===== config.mk =====
export PLATFORM = sky130hd
export DESIGN_NAME = cc_timer
export DESIGN_NICKNAME = d
export VERILOG_FILES = /design/src/rtl/cc_timer_pkg.sv /design/src/rtl/cc_timer_count.sv /design/src/rtl/cc_timer_chan.sv /design/src/rtl/cc_timer_vec.sv /design/src/rtl/cc_timer.sv
export SDC_FILE = /design/constraint.sdc
export NUM_CORES = 1
export LEC_CHECK = 0
export ABC_CLOCK_PERIOD_IN_PS = 6650
export CAP_MARGIN = 20
export CORE_AREA = 5 5 91 156
export CTS_BUF_LIST = sky130_fd_sc_hd__clkbuf_4 sky130_fd_sc_hd__clkbuf_8 sky130_fd_sc_hd__clkbuf_16
export DETAILED_ROUTE_END_ITERATION = 7
export DIE_AREA = 0 0 96 161
export PLACE_DENSITY = 0.88
export SYNTH_ARGS = -nofsm -noshare
export SYNTH_HDL_FRONTEND = slang
export SYNTH_SLANG_ARGS = --single-unit

===== constraint.sdc =====
create_clock -name clk -period 6.65 [get_ports clk]
set_clock_uncertainty 0.15 [all_clocks]
set_input_delay 1.995 -clock clk [delete_from_list [all_inputs] [get_ports clk]]
set_output_delay 1.995 -clock clk [all_outputs]
set_load 0.01 [all_outputs]

===== src/rtl/cc_timer_pkg.sv =====
package cc_timer_pkg;
  localparam int NCH = 2;
  localparam int AW  = 3;

  typedef enum logic [1:0] {
    CM_STOP = 2'd0,
    CM_UP   = 2'd1,
    CM_CONT = 2'd2,
    CM_UPDN = 2'd3
  } cnt_mode_e;

  localparam logic [AW-1:0] A_CTRL = 3'd0;
  localparam logic [AW-1:0] A_CNT  = 3'd1;
  localparam logic [AW-1:0] A_CH0C = 3'd2;
  localparam logic [AW-1:0] A_CH0V = 3'd4;
  localparam logic [AW-1:0] A_VEC  = 3'd6;

  localparam int C_OVF   = 0;
  localparam int C_OVFIE = 1;
  localparam int C_CLR   = 2;
  localparam int C_MODE  = 4;
  localparam int C_DIV   = 6;

  localparam int K_FLAG = 0;
  localparam int K_COV  = 1;
  localparam int K_OUT  = 2;
  localparam int K_IE   = 3;
  localparam int K_CAP  = 4;
  localparam int K_OM   = 5;
  localparam int K_EDGE = 8;
  localparam int K_SEL  = 10;
  localparam int K_SYNC = 12;
  localparam int K_BITS = 13;

  localparam int VEC_NONE = 0;
  localparam int VEC_CH1  = 2;
  localparam int VEC_OVF  = 10;
endpackage


===== src/rtl/cc_timer_count.sv =====
module cc_timer_count
  import cc_timer_pkg::*;
#(
  parameter int CW = 16
) (
  input  logic          clk,
  input  logic          rst_n,
  input  logic          ce,
  input  cnt_mode_e     mode,
  input  logic [1:0]    div,
  input  logic          clr,
  input  logic          wr,
  input  logic [CW-1:0] wdata,
  input  logic [CW-1:0] top,
  output logic [CW-1:0] cnt_q,
  output logic [CW-1:0] cnt_nxt,
  output logic          tick,
  output logic          ovf_evt
);
  localparam logic [CW-1:0] ALL1 = '1;

  logic [2:0] pre_q;
  logic [2:0] mask;
  logic       dn_q, dn_nxt, wrap;
  logic       run;

  always_comb begin
    case (div)
      2'd0:    mask = 3'd0;
      2'd1:    mask = 3'd1;
      2'd2:    mask = 3'd3;
      default: mask = 3'd7;
    endcase
  end

  assign run  = (mode != CM_STOP);
  assign tick = ce && run && ((pre_q & mask) == mask) && !clr && !wr;

  always_comb begin
    cnt_nxt = cnt_q;
    dn_nxt  = dn_q;
    wrap    = 1'b0;
    case (mode)
      CM_UP: begin
        if (cnt_q >= top) begin
          cnt_nxt = '0;
          wrap    = 1'b1;
        end else begin
          cnt_nxt = cnt_q + 1'b1;
        end
      end
      CM_CONT: begin
        cnt_nxt = cnt_q + 1'b1;
        wrap    = (cnt_q == ALL1);
      end
      CM_UPDN: begin
        if (!dn_q) begin
          if (cnt_q >= top) begin
            if (top == '0) begin
              cnt_nxt = '0;
            end else begin
              cnt_nxt = cnt_q - 1'b1;
              dn_nxt  = 1'b1;
            end
          end else begin
            cnt_nxt = cnt_q + 1'b1;
          end
        end else begin
          if (cnt_q <= {{(CW-1){1'b0}}, 1'b1}) begin
            cnt_nxt = '0;
            dn_nxt  = 1'b0;
            wrap    = (cnt_q != '0);
          end else begin
            cnt_nxt = cnt_q - 1'b1;
          end
        end
      end
      default: ;
    endcase
  end

  assign ovf_evt = tick && wrap;

  always_ff @(posedge clk or negedge rst_n) begin
    if (!rst_n) begin
      cnt_q <= '0;
      pre_q <= '0;
      dn_q  <= 1'b0;
    end else if (clr) begin
      cnt_q <= '0;
      pre_q <= '0;
      dn_q  <= 1'b0;
    end else begin
      if (ce && run) pre_q <= pre_q + 1'b1;
      if (wr) begin
        cnt_q <= wdata;
      end else if (tick) begin
        cnt_q <= cnt_nxt;
        dn_q  <= dn_nxt;
      end
    end
  end
endmodule


===== src/rtl/cc_timer_chan.sv =====
module cc_timer_chan
  import cc_timer_pkg::*;
#(
  parameter int CW = 16
) (
  input  logic          clk,
  input  logic          rst_n,
  input  logic          wr_ctl,
  input  logic          wr_val,
  input  logic [CW-1:0] wdata,
  input  logic          tick,
  input  logic [CW-1:0] cnt_q,
  input  logic [CW-1:0] cnt_nxt,
  input  logic          ch0_hit,
  input  logic          in_a,
  input  logic          in_b,
  input  logic          clr_flag,
  output logic [CW-1:0] ctl_rd,
  output logic [CW-1:0] val_q,
  output logic          out_q,
  output logic          flag_q,
  output logic          ie_q,
  output logic          cov_q,
  output logic          set_evt,
  output logic          cap_evt
);
  logic       outbit_q, capm_q, sync_q;
  logic [2:0] om_q;
  logic [1:0] edg_q, sel_q;
  logic       s1_q, s2_q, prev_q;
  logic       raw, sig, rise, fall, own_hit;
  logic       out_nxt;
  logic [2:0] w_om;

  always_comb begin
    case (sel_q)
      2'd0:    raw = in_a;
      2'd1:    raw = in_b;
      2'd2:    raw = 1'b0;
      default: raw = 1'b1;
    endcase
  end

  assign sig     = sync_q ? s2_q : raw;
  assign rise    = sig && !prev_q;
  assign fall    = !sig && prev_q;
  assign cap_evt = capm_q && ((edg_q[0] && rise) || (edg_q[1] && fall));
  assign own_hit = !capm_q && tick && (cnt_nxt == val_q);
  assign set_evt = cap_evt || own_hit;
  assign w_om    = wdata[K_OM+2:K_OM];

  always_comb begin
    out_nxt = out_q;
    case (om_q)
      3'd0: out_nxt = outbit_q;
      3'd1: if (own_hit) out_nxt = 1'b1;
      3'd2: if (ch0_hit) out_nxt = 1'b0; else if (own_hit) out_nxt = !out_q;
      3'd3: if (ch0_hit) out_nxt = 1'b0; else if (own_hit) out_nxt = 1'b1;
      3'd4: if (own_hit) out_nxt = !out_q;
      3'd5: if (own_hit) out_nxt = 1'b0;
      3'd6: if (ch0_hit) out_nxt = 1'b1; else if (own_hit) out_nxt = !out_q;
      default: if (ch0_hit) out_nxt = 1'b1; else if (own_hit) out_nxt = 1'b0;
    endcase
    if (wr_ctl && (w_om == 3'd0)) out_nxt = wdata[K_OUT];
  end

  always_ff @(posedge clk or negedge rst_n) begin
    if (!rst_n) begin
      s1_q   <= 1'b0;
      s2_q   <= 1'b0;
      prev_q <= 1'b0;
    end else begin
      s1_q   <= raw;
      s2_q   <= s1_q;
      prev_q <= sig;
    end
  end

  always_ff @(posedge clk or negedge rst_n) begin
    if (!rst_n) begin
      outbit_q <= 1'b0;
      ie_q     <= 1'b0;
      capm_q   <= 1'b0;
      om_q     <= 3'd0;
      edg_q    <= 2'd0;
      sel_q    <= 2'd0;
      sync_q   <= 1'b0;
    end else if (wr_ctl) begin
      outbit_q <= wdata[K_OUT];
      ie_q     <= wdata[K_IE];
      capm_q   <= wdata[K_CAP];
      om_q     <= w_om;
      edg_q    <= wdata[K_EDGE+1:K_EDGE];
      sel_q    <= wdata[K_SEL+1:K_SEL];
      sync_q   <= wdata[K_SYNC];
    end
  end

  always_ff @(posedge clk or negedge rst_n) begin
    if (!rst_n) begin
      flag_q <= 1'b0;
      cov_q  <= 1'b0;
      val_q  <= '0;
      out_q  <= 1'b0;
    end else begin
      out_q <= out_nxt;
      if (set_evt)       flag_q <= 1'b1;
      else if (wr_ctl)   flag_q <= wdata[K_FLAG];
      else if (clr_flag) flag_q <= 1'b0;
      if (cap_evt && flag_q) cov_q <= 1'b1;
      else if (wr_ctl)       cov_q <= wdata[K_COV];
      if (cap_evt)     val_q <= cnt_q;
      else if (wr_val) val_q <= wdata;
    end
  end

  assign ctl_rd = {{(CW-K_BITS){1'b0}}, sync_q, sel_q, edg_q, om_q, capm_q,
                   ie_q, outbit_q, cov_q, flag_q};
endmodule


===== src/rtl/cc_timer_vec.sv =====
module cc_timer_vec
  import cc_timer_pkg::*;
#(
  parameter int CW = 16
) (
  input  logic          rd_vec,
  input  logic          pend_ch1,
  input  logic          pend_ovf,
  output logic [CW-1:0] code,
  output logic          clr_ch1,
  output logic          clr_ovf
);
  always_comb begin
    code    = CW'(VEC_NONE);
    clr_ch1 = 1'b0;
    clr_ovf = 1'b0;
    if (pend_ch1) begin
      code    = CW'(VEC_CH1);
      clr_ch1 = rd_vec;
    end else if (pend_ovf) begin
      code    = CW'(VEC_OVF);
      clr_ovf = rd_vec;
    end
  end
endmodule


===== src/rtl/cc_timer.sv =====
module cc_timer
  import cc_timer_pkg::*;
#(
  parameter int CW = 16
) (
  input  logic          clk,
  input  logic          rst_n,
  input  logic          cnt_en,
  input  logic          bus_wr,
  input  logic          bus_rd,
  input  logic [2:0]    bus_addr,
  input  logic [CW-1:0] bus_wdata,
  output logic [CW-1:0] bus_rdata,
  input  logic [1:0]    cap_a,
  input  logic [1:0]    cap_b,
  output logic [1:0]    cmp_out,
  output logic          irq_ch0,
  output logic          irq_shared
);
  cnt_mode_e    mode_q;
  logic [1:0]   div_q;
  logic         ovf_q, ovfie_q;
  logic         wr_ctrl, clr;
  logic [CW-1:0] cnt_q, cnt_nxt, vec_code;
  logic         tick, ovf_evt, ch0_hit, clr_ch1, clr_ovf;

  logic [NCH-1:0][CW-1:0] ch_ctl, ch_val;
  logic [NCH-1:0] ch_flag, ch_ie, ch_cov, ch_set, ch_cap, ch_clr;

  assign wr_ctrl = bus_wr && (bus_addr == A_CTRL);
  assign clr     = wr_ctrl && bus_wdata[C_CLR];

  always_ff @(posedge clk or negedge rst_n) begin
    if (!rst_n) begin
      mode_q  <= CM_STOP;
      div_q   <= 2'd0;
      ovfie_q <= 1'b0;
      ovf_q   <= 1'b0;
    end else begin
      if (wr_ctrl) begin
        mode_q  <= cnt_mode_e'(bus_wdata[C_MODE+1:C_MODE]);
        div_q   <= bus_wdata[C_DIV+1:C_DIV];
        ovfie_q <= bus_wdata[C_OVFIE];
      end
      if (ovf_evt)      ovf_q <= 1'b1;
      else if (wr_ctrl) ovf_q <= bus_wdata[C_OVF];
      else if (clr_ovf) ovf_q <= 1'b0;
    end
  end

  cc_timer_count #(.CW(CW)) u_count (
    .clk     (clk),
    .rst_n   (rst_n),
    .ce      (cnt_en),
    .mode    (mode_q),
    .div     (div_q),
    .clr     (clr),
    .wr      (bus_wr && (bus_addr == A_CNT)),
    .wdata   (bus_wdata),
    .top     (ch_val[0]),
    .cnt_q   (cnt_q),
    .cnt_nxt (cnt_nxt),
    .tick    (tick),
    .ovf_evt (ovf_evt)
  );

  assign ch0_hit = tick && (cnt_nxt == ch_val[0]);

  for (genvar i = 0; i < NCH; i++) begin : g_ch
    assign ch_clr[i] = (i == 1) ? clr_ch1 : 1'b0;
    cc_timer_chan #(.CW(CW)) u_chan (
      .clk      (clk),
      .rst_n    (rst_n),
      .wr_ctl   (bus_wr && (bus_addr == A_CH0C + AW'(i))),
      .wr_val   (bus_wr && (bus_addr == A_CH0V + AW'(i))),
      .wdata    (bus_wdata),
      .tick     (tick),
      .cnt_q    (cnt_q),
      .cnt_nxt  (cnt_nxt),
      .ch0_hit  (ch0_hit),
      .in_a     (cap_a[i]),
      .in_b     (cap_b[i]),
      .clr_flag (ch_clr[i]),
      .ctl_rd   (ch_ctl[i]),
      .val_q    (ch_val[i]),
      .out_q    (cmp_out[i]),
      .flag_q   (ch_flag[i]),
      .ie_q     (ch_ie[i]),
      .cov_q    (ch_cov[i]),
      .set_evt  (ch_set[i]),
      .cap_evt  (ch_cap[i])
    );
  end

  cc_timer_vec #(.CW(CW)) u_vec (
    .rd_vec   (bus_rd && (bus_addr == A_VEC)),
    .pend_ch1 (ch_flag[1] && ch_ie[1]),
    .pend_ovf (ovf_q && ovfie_q),
    .code     (vec_code),
    .clr_ch1  (clr_ch1),
    .clr_ovf  (clr_ovf)
  );

  always_comb begin
    case (bus_addr)
      3'd0: bus_rdata = {{(CW-8){1'b0}}, div_q, mode_q, 2'b00, ovfie_q, ovf_q};
      3'd1: bus_rdata = cnt_q;
      3'd2: bus_rdata = ch_ctl[0];
      3'd3: bus_rdata = ch_ctl[1];
      3'd4: bus_rdata = ch_val[0];
      3'd5: bus_rdata = ch_val[1];
      3'd6: bus_rdata = vec_code;
      default: bus_rdata = '0;
    endcase
  end

  assign irq_ch0    = ch_flag[0] && ch_ie[0];
  assign irq_shared = (ch_flag[1] && ch_ie[1]) || (ovf_q && ovfie_q);
endmodule


Word-level counts from Yosys, hierarchy flattened
Cells that the tools add are included.
W data, S select, Z words.
{ "totals": {"regBits": 92, "in_bits": 28, "word_cells": 213} }
{ "classes": {"n_eq_ne": 32, "reduce_logical": 72, "muxes": 68, "order_cmp": 2, "add_sub_neg": 3, "n_bitwise": 1} }
{ "ops": {"columns": ["op", "count"], "rows": [
  ["$mux W16", 13],
  ["$pmux W16 S7", 1],
  ["$pmux W16 S3", 1],
  ["$mux W1", 44],
  ["$logic_and A1 B1 Y1", 35],
  ["$eq A16 B16 Y1", 2],
  ["$eq A3 B3 Y1 const B", 9],
  ["$eq A3 B2 Y1 const B", 6],
  ["$reduce_bool A2 Y1", 9],
  ["$add A16 B1 Y16 const B", 1],
  ["$eq A16 B16 Y1 const B", 1],
  ["$ge A16 B16 Y1", 1],
  ["$le A16 B1 Y1 const B", 1],
  ["$logic_not A16 Y1", 1],
  ["$reduce_bool A16 Y1", 1],
  ["$sub A16 B1 Y16 const B", 1],
  ["$pmux W1 S7", 2],
  ["$logic_not A3 Y1", 4],
  ["$eq A2 B2 Y1 const B", 5],
  ["$logic_not A1 Y1", 10],
  ["$eq A3 B1 Y1 const B", 3],
  ["$pmux W1 S3", 3],
  ["$pmux W3 S3", 1],
  ["$reduce_bool A3 Y1", 3],
  ["other kinds (10)", 20]
]} }

Longest topological paths before layout
Gate-level depths: netlist (run 1).
{ "logic_depth": {"depth_word": 13, "ltp_mapped": 23, "ltp_nobuf": 21} }

Hierarchy
Synthesis (run 1) repeated with hierarchy kept, for this count alone.
{ "hier_totals": {"cells_unflattened": 921, "area_unflattened_um2": 7962.6} }
{ "modules_own_cells": {"columns": ["mod", "cells_per_inst", "n_inst", "area_each_um2"], "rows": [
  ["cc_timer_chan", 161, 2, 1752.9],
  ["cc_timer_count", 412, 1, 2956.6],
  ["cc_timer", 168, 1, 1362.6],
  ["cc_timer_vec", 19, 1, 137.6]
]} }

Least setup slack after synthesis (run 1)
OpenSTA, ideal clock, no wires.
{ "synth_timing": {"kind": "input to output", "startpoint": "input bus_addr[1]", "endpoint": "output bus_rdata[7]", "path_slack_ns": 0.891, "n_path_buf": 4, "arrival_time_ns": 3.614, "stages": 6, "cell_sequence": "clkbuf_1 > buf_1 > clkbuf_1 > buf_1 > a31oi_1 > o22ai_1"} }
{ "synth_via": {"elab_chain_cells": 2, "word_cells_on_any_way": 8, "cone_classes": "6 x eq/ne; 1 x mux; 1 x reduce/logical"} }
{ "synth_lines": {"columns": ["element", "line", "text"], "rows": [
  ["from (decl)", "cc_timer.sv:11", "input logic [2:0] bus_addr,"],
  ["$eq A3 B3 Y1, or another cell as far along", "cc_timer.sv:105", "case (bus_addr)"],
  ["$pmux W16 S7 *", "cc_timer.sv:105", null],
  ["to (decl)", "cc_timer.sv:13", "output logic [CW-1:0] bus_rdata,"]
]} }
Every way passes the cells marked *; elsewhere a longest branch is shown, timed or not.

Final worst setup path (run 1)
{ "layout_timing": {"startpoint": "input bus_addr[1]", "endpoint": "output bus_rdata[11]"} }
Same word-level chain as after synthesis.

==> impl_metrics.json, run 1 <==
{
  "outcome": "completed",
  "place_inst": 1133,
  "maxCapViolations": 0,
  "number_of_standard_cells_after_synthesis": 954,
  "drc_errors": 0,
  "final_std_cells_w_o_fill": 1149,
  "start_util_pct": 59.2,
  "max_freq_mhz": 159,
  "netlist_top_cells_area": "sky130_fd_sc_hd__dfrtp_1, sky130_fd_sc_hd__a21oi_1, sky130_fd_sc_hd__nor2_1",
  "rsz0062_at_grt": "no",
  "place_congestion": 1.04,
  "total_leakage_power_nw": 3.57,
  "post-route-min-period_ns": 6.28,
  "r2r_setup_slack_ns": 0.80,
  "wire_per_inst_um": 24.6,
  "yosysUniqueCellTypes": 85,
  "routed-via-count": 8195,
  "n_antenna_cell": 0,
  "worst_rel_slew_slack_pct": 27.8,
  "synth_largest_area_cell": "sky130_fd_sc_hd__dfrtp_1",
  "final_net_count": 1027,
  "clk_transition_reported_paths_ns": 0.06,
  "num_rows": 55,
  "post_synth_instance_area_um2": 7570,
  "vdd.ir_drop.worst_mv": 0.278,
  "tightestPinTransition_ns": 1.08,
  "io-pin-count": 48,
  "port-buffer-count": 47,
  "fin_setup_tns_ns": 0,
  "synth-edff-count": 0,
  "post_route_hold_slack_ns": 0.201,
  "detail-route-antenna-nets": 0,
  "end_kind": "output pin",
  "die_area_um2": 15500,
  "antenna_found_initial": 0,
  "worst-endpoint-required_ns": 4.51,
  "hold_path_class": "reg -> reg",
  "async_reset_ff_share_pct": 100,
  "cts-root-to-sink-buffers": 2,
  "clock_tree.htree_level_count": 3,
  "worstPathArrival_ns": 4.13,
  "placeableCoreArea_um2": 12800,
  "cts.repair.resized": 0,
  "synthDominantCellAreaShare_pct": 30.4,
  "timing_worst_setup_path_type": "in -> out",
  "setup_viol": 0,
  "grt_first_pass_wirelength_um": 44100,
  "clock_insertion_delay_worst_skew_ns": 0.34,
  "critPathLaunchType": "input port",
  "hpwlAfterDp_um": 20200,
  "critical_path_peak_fanout": 9,
  "detail_route.vias_per_cell": 7.13,
  "min_period_over_period_pct": 94.4,
  "cts_setup_buffers": 0,
  "timing_max_transition_violations_final": 0,
  "synth.net_count": 1007,
  "tritoncts": "yes",
  "grt_overflow_total": 0,
  "tritoncts_num_sinks": 92,
  "layout-drive-gt1-share_pct": 10.9,
  "ys_seq_area_share_pct": 30.4,
  "die-height_um": 161,
  "postSynthRegisterBits": 92,
  "inserted_clock_buffers": 9,
  "timing.final.hold_violations": 0,
  "finalCoreUtilization_pct": 67.0,
  "cts-hold-fix-buffers": 0,
  "synth_flop_cell": "sky130_fd_sc_hd__dfrtp_1",
  "power.density_nw_per_um2": 497,
  "area_growth_pct": 13.3,
  "die_width_um": 96,
  "fillerInstances": 1025,
  "totalWireLength_um": 28200,
  "root_buffer": "sky130_fd_sc_hd__clkbuf_16",
  "synth_area_per_cell_um2": 7.94,
  "grt_max_degree": 58,
  "number_of_global_route_vias_before_repair": 7956,
  "grt_usage_pct": 37.9,
  "first_iter_violations": 928,
  "yosysWarnings": 0,
  "number_of_optimization_iterations_in_the_first_detailed_route_pass": 7
}
flip-flops by register name (all words and copies together) (netlist names), 3 cells and up:
register	count
u_count.cnt_q	16
g_ch.u_chan.edg_q	4
g_ch.u_chan.om_q	6
u_count.pre_q	3
g_ch.u_chan.sel_q	4
g_ch.u_chan.val_q	32
through the flow:
step           cell area [um^2]  power [mW]  setup slack, ns
2_1_floorplan              7570        2.72            0.891
6_report                   8580        4.27            0.373
5_1_grt                    8580        4.48            0.318
3_3_place_gp               8210        3.42            0.513
4_1_cts                    8550        4.10            0.393
3_5_place_dp               8210        3.49            0.478
where the power goes:
part / internal, mW / switching [mW] / leakage (nW)
combinational: 0.943 / 1.56 / 2.33
sequential: 0.785 / 0.388 / 1.07
clock: 0.380 / 0.216 / 0.165
layer usage:
layer	up-vias	wire length [um]	global-route usage (%)	part of all wire [%]
met1	3748	9060	43.1	32
met3	254	2790	7.18	9.9
li1	3480	-	-	-
met4	0	3150	31.7	11
met5	-	0	0	0
met2	713	13200	59.5	47
cell usage after synthesis, types with 7 or more instances:
cell type,instances
sky130_fd_sc_hd__a221o_1,11
sky130_fd_sc_hd__clkbuf_1,50
sky130_fd_sc_hd__xor2_1,20
sky130_fd_sc_hd__nand2_1,104
sky130_fd_sc_hd__nor2b_1,7
sky130_fd_sc_hd__nor3_1,25
sky130_fd_sc_hd__o21ai_0,49
sky130_fd_sc_hd__ha_1,25
sky130_fd_sc_hd__buf_2,7
sky130_fd_sc_hd__buf_1,9
sky130_fd_sc_hd__mux2_2,30
sky130_fd_sc_hd__inv_1,29
sky130_fd_sc_hd__mux2i_1,31
sky130_fd_sc_hd__o22ai_1,12
sky130_fd_sc_hd__nand3_1,26
sky130_fd_sc_hd__dfrtp_1,92
sky130_fd_sc_hd__a31oi_1,12
sky130_fd_sc_hd__nand4_1,14
sky130_fd_sc_hd__a21oi_1,103
sky130_fd_sc_hd__nor2_1,129
sky130_fd_sc_hd__o211ai_1,10
sky130_fd_sc_hd__a211oi_1,7
sky130_fd_sc_hd__xnor2_1,24
placed cells by master (no fill, tap or decap), types with 12 or more instances in the layout:
cell	count
sky130_fd_sc_hd__xnor2_1	24
sky130_fd_sc_hd__a31oi_1	12
sky130_fd_sc_hd__o22ai_1	12
sky130_fd_sc_hd__nor3_1	25
sky130_fd_sc_hd__nor2_1	129
sky130_fd_sc_hd__nand4_1	14
sky130_fd_sc_hd__xor2_1	20
sky130_fd_sc_hd__dfrtp_1	92
sky130_fd_sc_hd__ha_1	25
sky130_fd_sc_hd__clkdlybuf4s50_1	46
sky130_fd_sc_hd__nand2_1	104
sky130_fd_sc_hd__buf_4	33
sky130_fd_sc_hd__mux2_2	30
sky130_fd_sc_hd__nand3_1	26
sky130_fd_sc_hd__o21ai_0	49
sky130_fd_sc_hd__a21oi_1	103
sky130_fd_sc_hd__mux2i_1	31
sky130_fd_sc_hd__inv_1	29
logic make-up (layout without fill, tap and decap cells):
group / Yosys count / after routing / share of synthesized area [%]
buffers and inverters: 103 / 127 / 5.62
muxes: 63 / 63 / 9.15
adders and majority gates: 25 / 25 / 4.13
xor gates and xnor gates: 44 / 44 / 5.09
AOI/OAI and AO/OA: 256 / 256 / 21.9
DFF: 92 / 92 / 30.4
and+or+nand+nor: 371 / 371 / 23.8
area by class of cell:
cell class	count	area (um^2)	area share, %
Clock buffer	11	246	2.87
Clock inverter	4	97.6	1.14
Inverter	31	116	1.36
Multi-Input combinational cell	759	4850	56.5
Sequential cell	92	2300	26.8
Tap cell	171	214	2.49
Timing Repair Buffer	81	756	8.81
path summary, 6_finish.rpt:
path / from / to / cells after the start
setup / recovery: bus_addr[1] / bus_rdata[11] / 6
max in group asynchronous: rst_n / u_count.cnt_q[2]$_DFFE_PN0P_ / 2
hold reg to reg: g_ch[1].u_chan.s1_q$_DFF_PN0_ / g_ch[1].u_chan.s2_q$_DFF_PN0_ / 0
setup reg to reg: u_count.cnt_q[9]$_DFFE_PN0P_ / g_ch[1].u_chan.out_q$_DFF_PN0_ / 19
hold / removal: g_ch[1].u_chan.s1_q$_DFF_PN0_ / g_ch[1].u_chan.s2_q$_DFF_PN0_ / 0
min in group asynchronous: rst_n / g_ch[0].u_chan.sel_q[0]$_DFFE_PN0P_ / 1
critical path: stages:
cell and delay, ns:
sky130_fd_sc_hd__clkdlybuf4s50_1 0.73, sky130_fd_sc_hd__buf_4 0.25, sky130_fd_sc_hd__mux2i_1 0.26, sky130_fd_sc_hd__o21ai_0 0.13
sky130_fd_sc_hd__a221o_1 0.27, sky130_fd_sc_hd__clkdlybuf4s50_1 0.49
Note: power is estimated with default switching activity, not from simulation.
==> inputs of run 2 (changes only) <==
--- a/config.mk
+++ b/config.mk
@@ -6,12 +6,13 @@
 export NUM_CORES = 1
 export LEC_CHECK = 0
 export ABC_CLOCK_PERIOD_IN_PS = 6650
-export CAP_MARGIN = 20
+export CAP_MARGIN = 25
 export CORE_AREA = 5 5 91 156
 export CTS_BUF_LIST = sky130_fd_sc_hd__clkbuf_4 sky130_fd_sc_hd__clkbuf_8 sky130_fd_sc_hd__clkbuf_16
 export DETAILED_ROUTE_END_ITERATION = 7
 export DIE_AREA = 0 0 96 161
 export PLACE_DENSITY = 0.88
+export SLEW_MARGIN = 20
 export SYNTH_ARGS = -nofsm -noshare
 export SYNTH_HDL_FRONTEND = slang
 export SYNTH_SLANG_ARGS = --single-unit
==> impl_metrics.json, run 2 (synthesis results as in run 1) <==
{
  "die_area_um2": 15500,
  "worst_path_max_delay_cell": "sky130_fd_sc_hd__clkdlybuf4s50_1",
  "timing_max_transition_violations_final": 0,
  "antenna_found_initial": 0,
  "global_route.usage.met1_pct": 42.7,
  "place_congestion": 1.04,
  "io-pin-count": 48,
  "cts.repair.resized": 0,
  "cts-hold-fix-buffers": 0,
  "final_net_count": 1028,
  "grtUsageMet3_pct": 6.76,
  "wire_per_inst_um": 24.7,
  "drc_errors": 0,
  "placeableCoreArea_um2": 12800,
  "setup_viol": 0,
  "fillerInstances": 1033,
  "clock_tree.htree_level_count": 3,
  "tritoncts_num_sinks": 92,
  "root_buffer": "sky130_fd_sc_hd__clkbuf_16",
  "num_rows": 55,
  "place_inst": 1134,
  "end_kind": "output pin",
  "critical_path_peak_fanout": 9,
  "report.power.total_mw": 4.20,
  "timing_worst_setup_path_type": "in -> out",
  "detail-route-antenna-nets": 0,
  "min_period_over_period_pct": 94.1,
  "clk_transition_reported_paths_ns": 0.07,
  "largest_register_ffs": 32,
  "totalWireLength_um": 28400,
  "timing.final.hold_violations": 0,
  "area_growth_pct": 13.0,
  "die_width_um": 96,
  "cts_setup_buffers": 0,
  "start_util_pct": 59.2,
  "fin_setup_tns_ns": 0,
  "grt_max_degree": 58,
  "grt_busiest_layer": "met2",
  "tritoncts": "yes",
  "tightestPinTransition_ns": 1.00,
  "cts-root-to-sink-buffers": 2,
  "slowest_delay_ns": 0.73,
  "grt_usage_pct": 37.6,
  "n_antenna_cell": 0,
  "grt_overflow_total": 0,
  "port-buffer-count": 47,
  "number_of_global_route_vias_before_repair": 8007,
  "postLayoutCellArea_um2": 8560,
  "outcome": "completed",
  "largestRegisters": "g_ch.u_chan.val_q: 32 flops, u_count.cnt_q: 16 flops, g_ch.u_chan.om_q: 6 flops",
  "die-height_um": 161,
  "critPathLaunchType": "input port",
  "inserted_clock_buffers": 9,
  "vdd.ir_drop.worst_mv": 0.321,
  "final_cell_mix": "sky130_fd_sc_hd__nor2_1, sky130_fd_sc_hd__nand2_1, sky130_fd_sc_hd__a21oi_1",
  "first_iter_violations": 1035,
  "final_common_cell": "sky130_fd_sc_hd__nor2_1",
  "grtUsageMet2_pct": 59.1,
  "grt_first_pass_wirelength_um": 43900,
  "layout-drive-gt1-share_pct": 11.1,
  "postPlaceCellArea_um2": 8220,
  "reg_with_most_ffs": "g_ch.u_chan.val_q",
  "maxCapViolations": 0,
  "critical-path-top-cell-by-count": "sky130_fd_sc_hd__clkdlybuf4s50_1",
  "number_of_optimization_iterations_in_the_first_detailed_route_pass": 7,
  "rsz0062_at_grt": "no",
  "worst_rel_slew_slack_pct": 33.0,
  "clock_insertion_delay_worst_skew_ns": 0.35,
  "max_freq_mhz": 160,
  "crit_chain": "clkdlybuf4s50_1 -> buf_4 -> mux2i_1 -> o21ai_0 -> a221o_1 -> clkdlybuf4s50_1",
  "hpwlAfterDp_um": 20300,
  "total_leakage_power_nw": 3.57,
  "worstPathArrival_ns": 4.11,
  "routed-via-count": 8201,
  "hold_path_class": "reg -> reg",
  "worst-endpoint-required_ns": 4.51,
  "detail_route.vias_per_cell": 7.13,
  "final_std_cells_w_o_fill": 1151,
  "power.density_nw_per_um2": 491,
  "post-route-min-period_ns": 6.26
}
## run 2: cell types whose count changed in the layout (fill, tap and decap cells not counted), sizes merged
| cell | before | now |
|---|---|---|
| buf | 35 | 36 |
| bufinv | 3 | 1 |
| clkbuf | 11 | 10 |
| clkinv | 2 | 4 |
| clkinvlp | 1 | 0 |
| inv | 29 | 32 |
## run 2: final timing paths
| check | start | endpoint | slack, ns | depth (start not counted) |
|---|---|---|---|---|
| worst max-delay path | bus_addr[1] | bus_rdata[9] | 0.39 | 6 |
| max in group asynchronous | rst_n | g_ch[1].u_chan.val_q[3]$_DFFE_PN0P_ | 3.80 | 2 |
| worst max register to register | u_count.cnt_q[9]$_DFFE_PN0P_ | g_ch[1].u_chan.out_q$_DFF_PN0_ | 0.58 | 19 |
| worst min register to register | g_ch[1].u_chan.s1_q$_DFF_PN0_ | g_ch[1].u_chan.s2_q$_DFF_PN0_ | 0.21 | 0 |
| min in group asynchronous | rst_n | g_ch[0].u_chan.sel_q[0]$_DFFE_PN0P_ | 1.55 | 1 |
| worst min-delay path | g_ch[1].u_chan.s1_q$_DFF_PN0_ | g_ch[1].u_chan.s2_q$_DFF_PN0_ | 0.21 | 0 |
## run 2: worst max-delay path, delay by kind of cell
kind            cells  cell delay [ns]
buf+inv             3             1.47
compound gates      2             0.42
mux                 1             0.23
## run 2: routing by layer
metal / wire [um] / up-vias / part of all wire (%)
met5: 0 / - / 0
met4: 3110 / 0 / 11
met3: 2980 / 276 / 10
met2: 13300 / 753 / 47
met1: 8990 / 3703 / 32
li1: - / 3469 / -
## run 2: layout make-up
class / instances / area, um^2 / area share (%)
Tap cell: 171 / 214 / 2.50
Inverter: 31 / 116 / 1.36
Multi-Input combinational cell: 759 / 4850 / 56.6
Clock inverter: 6 / 70.1 / 0.819
Timing Repair Buffer: 82 / 771 / 9.01
Sequential cell: 92 / 2300 / 26.9
Clock buffer: 10 / 239 / 2.79
## run 2: power by group
part / leakage, nW / switching (mW) / total (mW) / internal, mW
clock network: 0.154 / 0.230 / 0.536 / 0.306
logic: 2.34 / 1.55 / 2.49 / 0.945
registers: 1.07 / 0.393 / 1.18 / 0.784
## run 2: through the flow
step	util [%]	hold slack, ns	setup slack [ns]
floorplan	-	0.181	0.891
CTS	66.6	0.214	0.421
global placement	64.1	0.183	0.513
finish	66.9	0.212	0.391
global route	66.9	0.245	0.278
detailed placement	64.2	0.188	0.479
